File: src/rtl/rst_line_bank.sv
module rst_line_bank #(
  parameter int LINES  = 32,
  parameter int ADDR_W = 12,
  parameter logic [ADDR_W-1:0] OFS_FREE  = 'h018,
  parameter logic [ADDR_W-1:0] OFS_HOLD  = 'h01C,
  parameter logic [ADDR_W-1:0] OFS_LEVEL = 'h020
) (
  input  logic              clk,
  input  logic              rst_n,
  input  logic [ADDR_W-1:0] addr,
  input  logic              wr_en,
  input  logic [LINES-1:0]  wr_data,
  input  logic              rd_en,
  output logic [LINES-1:0]  rd_data,
  output logic [LINES-1:0]  line_n
);
  logic [LINES-1:0] lines_q;
  logic [LINES-1:0] hold_m, free_m;

  assign hold_m = (wr_en && addr == OFS_HOLD) ? wr_data : '0;
  assign free_m = (wr_en && addr == OFS_FREE) ? wr_data : '0;

  always_ff @(posedge clk) begin
    if (!rst_n) lines_q <= '0;
    else        lines_q <= (lines_q & ~hold_m) | free_m;
  end

  always_ff @(posedge clk) begin
    if (!rst_n)                        rd_data <= '0;
    else if (rd_en && addr == OFS_LEVEL) rd_data <= lines_q;
    else                               rd_data <= '0;
  end

  assign line_n = lines_q;
endmodule

File: config.mk
export PLATFORM = sky130hd
export DESIGN_NAME = rst_line_bank
export DESIGN_NICKNAME = d
export VERILOG_FILES = /design/src/rtl/rst_line_bank.sv
export SDC_FILE = /design/constraint.sdc
export NUM_CORES = 1
export LEC_CHECK = 0
export ABC_AREA = 1
export ABC_CLOCK_PERIOD_IN_PS = 1100
export BUFFER_PORTS_ARGS = -buffer_cell sky130_fd_sc_hd__buf_2
export CAP_MARGIN = 20
export CORE_MARGIN = 3
export CORE_UTILIZATION = 41
export DETAILED_ROUTE_END_ITERATION = 12
export GPL_ROUTABILITY_DRIVEN = 0
export PLACE_DENSITY_LB_ADDON = 0.1
export SYNTH_ARGS = -nofsm -noshare
export SYNTH_HDL_FRONTEND = slang
export SYNTH_SLANG_ARGS = --single-unit
File: constraint.sdc
create_clock -name clk -period 1.1 [get_ports clk]
set_input_delay 0.22 -clock clk [delete_from_list [all_inputs] [get_ports clk]]
set_output_delay 0.22 -clock clk [all_outputs]
set_load 0.02 [all_outputs]
### Yosys cells after proc, flatten, opt, wreduce, memory -nomap -nowiden

Index checks and enable logic that the tools add are counted.

| word-level totals | value |
|---|---|
| bits in registers | 64 |
| input bits | 48 |
| output and inout port bits | 64 |
| logic and storage cells | 14 |

| operators by class | value |
|---|---|
| eq/ne operators | 3 |
| multiplexer cells | 2 |
| bitwise operators | 3 |
| reductions and logical operators | 4 |

Operators with widths:

| kind | number |
|---|---|
| 32-bit two-way mux | 2 |
| 32-bit AND | 1 |
| 32-bit inverter | 1 |
| 32-bit bitwise OR | 1 |
| 12-bit by 5-bit == test with 1-bit output, second input constant | 2 |
| 12-bit by 6-bit == test with 1-bit output, second input constant | 1 |
| 1-bit logical AND | 3 |
| 2-bit AND reduction | 1 |

### Longest topological paths before layout

| depth | value |
|---|---|
| depth after elaboration | 6 |
| depth in mapped cells | 8 |
| depth with buffers taken out | 7 |

### Worst setup path after synthesis

No wires, ideal clock.

| path | value |
|---|---|
| path type | input -> register |
| start point | in addr[1] |
| end point | reg lines_q[20] (netlist: line_n[20]) |
| setup time | 132 ps |
| data arrival time | 939 ps |
| setup slack | 28 ps |
| stages on the path | 7 |
| path through | nor2_1 nand2_1 nor2_2 buf_2 nand3_1 nand2_1 a21oi_1 |

| on the way | value |
|---|---|
| word-level cells in the longest chain between the ends | 6 |
| elaborated cells between the ends (all ways) | 9 |
| classes of those cells | eq/ne (2); mux (2); bitwise (3); reduce/logical (2) |

Ends and longest elaborated chain:

| what | line | text |
|---|---|---|
| start, declared | 10 | `input logic [ADDR_W-1:0] addr,` |
| 12-bit by 5-bit == test with 1-bit output | 20 | `assign hold_m = (wr_en && addr == OFS_HOLD) ? wr_data : '0;` |
| 1-bit logical AND | 20 |  |
| 32-bit two-way mux | 20 |  |
| 32-bit inverter | 25 | `else lines_q <= (lines_q & ~hold_m) \| free_m;` |
| 32-bit AND | 25 |  |
| 32-bit bitwise OR (*) | 25 |  |
| end signal, assigned | 25 |  |
| end, declared | 17 | `logic [LINES-1:0] lines_q;` |

Every way passes the cells marked *; elsewhere a longest branch is shown, timed or not.
A chain may end at the register's enable or synchronous reset.

### Worst setup path after layout

| path | value |
|---|---|
| start point | reg lines_q[11] (netlist: line_n[11]) |
| end point | out line_n[11] |

RTL lines:

| what | line | text |
|---|---|---|
| end, declared | 15 | `output logic [LINES-1:0] line_n` |

No word-level cell between the ends.

==> impl_metrics.env <==
export IMPL_outcome="complete, no violations"
export IMPL_viasPerCell=4.741
export IMPL_p_per_area_nw_per_um2=1278
export IMPL_insertion_delay_ps=330
export IMPL_cts_clk_slew_worst_paths_ps=70
export IMPL_pwr_share_seq=0.556
export IMPL_max_stage_delay_ps=360
export IMPL_relSlewSlack=0.8065
export IMPL_syn_area_sq_um=2318
export IMPL_grtUsageTotal=0.1898
export IMPL_fmax_mhz=944.8
export IMPL_rsz0062_at_grt="no"
export IMPL_post_synth_cell_area_avg_sq_um=7.806
export IMPL_start_kind="flip-flop"
export IMPL_fin_area_sq_um=3259
export IMPL_initial_core_util=0.4372
export IMPL_path_max_fanout=3
export IMPL_setup_tns_ps=0
export IMPL_core_sq_um=5303
export IMPL_synth_area_leaders="dfxtp_1, nand3_1, a21oi_1"
export IMPL_p_sw_mw=0.9311
export IMPL_path_buf_inv=1
export IMPL_clk_path_buf_depth=2
export IMPL_crit_arrival_ps=840
export IMPL_cts_buffers=9
export IMPL_cts_tree="built"
export IMPL_synth_nets=345
export IMPL_worst_path_max_delay_cell="dfxtp_1"
export IMPL_postPlaceCellArea_sq_um=2990
export IMPL_period_share=0.9622
export IMPL_dieArea_sq_um=6593
export IMPL_worstPathRequired_ps=880
export IMPL_num_rows=26
export IMPL_yosys_warnings=0
export IMPL_wl_per_cell_um=12.32
export IMPL_finalHoldViolations=0
export IMPL_fin_crit_ps=1058
export IMPL_globalRouteOverflowTotal=0
export IMPL_grt_pass1_wl_um=9473
export IMPL_drc_errors=0
export IMPL_tightest_slew_ps=287.5
export IMPL_drtIter0Drc=94
export IMPL_vias=2290
export IMPL_fillers=498
export IMPL_hp_class="in -> reg"
export IMPL_p_int_mw=3.234
export IMPL_maxCapViolations=0
export IMPL_critical_path_class="reg -> out"
export IMPL_swShare=0.2235
export IMPL_clock_power_share=0.404
export IMPL_synth_seq_area_share=0.5526
export IMPL_drive_above_1_share=0.3923
export IMPL_power_total_mw=4.165
export IMPL_io_pins=112
export IMPL_grt_max_degree=37
export IMPL_cts_root_buf="clkbuf_8"
export IMPL_finClkSkew_ps=7.450
export IMPL_setup_viol_count_final=0
export IMPL_cp_end_kind="output pin"
export IMPL_chipHeight_um=81.20
export IMPL_cts_setup_buffers=0
export IMPL_grt_pass1_vias=2102
export IMPL_cts_sinks=64
export IMPL_combPwrFrac=0.040
export IMPL_yosysTopAreaCell="dfxtp_1"
export IMPL_io_buffer_count=111
export IMPL_synth_seq_cells=64
export IMPL_synthToLayoutAreaGrowth_pct=40.58
export IMPL_routed_wirelength_um=5952
export IMPL_synth_cell_types=12
export IMPL_htreeDepth=3
export IMPL_dr_pass1_iters=4
export IMPL_netlist_instances=297
export IMPL_ant_nets=0
export IMPL_slew_violations=0
export IMPL_ir_worst_vdd_mv=0.8689
export IMPL_yosysTopAreaCellShare=0.5526
export IMPL_hpwl_um=4058
export IMPL_leakagePower_nw=1.339
export IMPL_nNetsFinal=458
export IMPL_antenna_found_initial=0
export IMPL_diodes=0
export IMPL_crit_chain="buf_4"
export IMPL_die_w_um=81.20
export IMPL_crit_family="flip-flops"
-- synthesized netlist by cell type --
master    instances
nand3_1          65
dfxtp_1          64
inv_1            39
nand2_1          39
nor2_1           36
a21oi_1          32
buf_2            14
clkbuf_1          3
nor2_4            2
buf_4             1
nor2_2            1
nor4_1            1
-- cell families (layout without fill, tap and decap cells) --
kind of cell           count (synthesis)  in the layout  share of synthesized area
AND/OR/NAND/NOR                      144            144                     0.2769
flip-flops                            64             64                     0.5526
buffers and inverters                 57            173                     0.1015
AO/OA/AOI/OAI                         32             32                    0.06908
-- power by group through the flow --
stage                     combinational, mW  sequential, mW  clock (mW)
after global routing                  0.187            2.31        1.85
final                                 0.165            2.32        1.68
after CTS                             0.166            2.32        1.73
after floorplan                      0.0427            2.37           0
after detailed placement              0.164            2.37           0
after global placement                0.163            2.37           0
-- metal layers --
metal | vias up | routed length, um | GRT usage
met2 | 78 | 2760 | 0.2906
li1 | 1169 | - | -
met3 | 5 | 545 | 0.07428
met5 | - | 0 | 0
met1 | 1038 | 2584 | 0.2397
met4 | 0 | 62 | 0.07432
-- worst paths after layout --
path	start	end	slack (ps)	cells past startpoint
max	line_n[11]	line_n[11]	40	1
min	wr_data[25]	line_n[25]	160	3
max reg2reg	line_n[12]	line_n[12]	510	2
min reg2reg	line_n[8]	rd_data[8]	440	2
-- flip-flops by register name, summed over array words and instances, names as in the netlist --
signal and flops:
line_n 32, rd_data 32
-- cells in the final DEF, fill, tap and decap left out, drive strengths merged --
cell type	n
nand2	39
nor2	39
nor4	1
nand3	65
clkbuf	10
clkinv	3
dfxtp	64
a21oi	32
inv	39
buf	120
clkinvlp	1
-- per-stage QoR --
stage	hold slack (ps)	setup slack, ps	instances	util
5_1_grt	139.9	2.392	483	0.6147
3_5_place_dp	430.2	-215.3	469	0.5639
3_3_place_gp	426.4	-149.6	469	0.5639
4_1_cts	152.1	0.8298	483	0.5956
6_report	155.6	41.57	483	0.6147
2_1_floorplan	384.6	28.35	297	-
-- final cells by class --
| type | count | area, sq um | area share |
|---|---|---|---|
| Clock inverter | 4 | 22.52 | 0.006910 |
| Inverter | 39 | 146.4 | 0.04491 |
| Multi-Input combinational cell | 176 | 802.0 | 0.2461 |
| Clock buffer | 10 | 137.6 | 0.04223 |
| Tap cell | 70 | 87.58 | 0.02687 |
| Timing Repair Buffer | 120 | 750.7 | 0.2303 |
| Sequential cell | 64 | 1313 | 0.4027 |
-- repair_timing --
| action | CTS | global route |
|---|---|---|
| endpoints found under the setup margin | 3 | 31 |
| resized for setup | 3 | 53 |
| hold buffers | 0 | 0 |
Power figures use the tool's default switching activity.
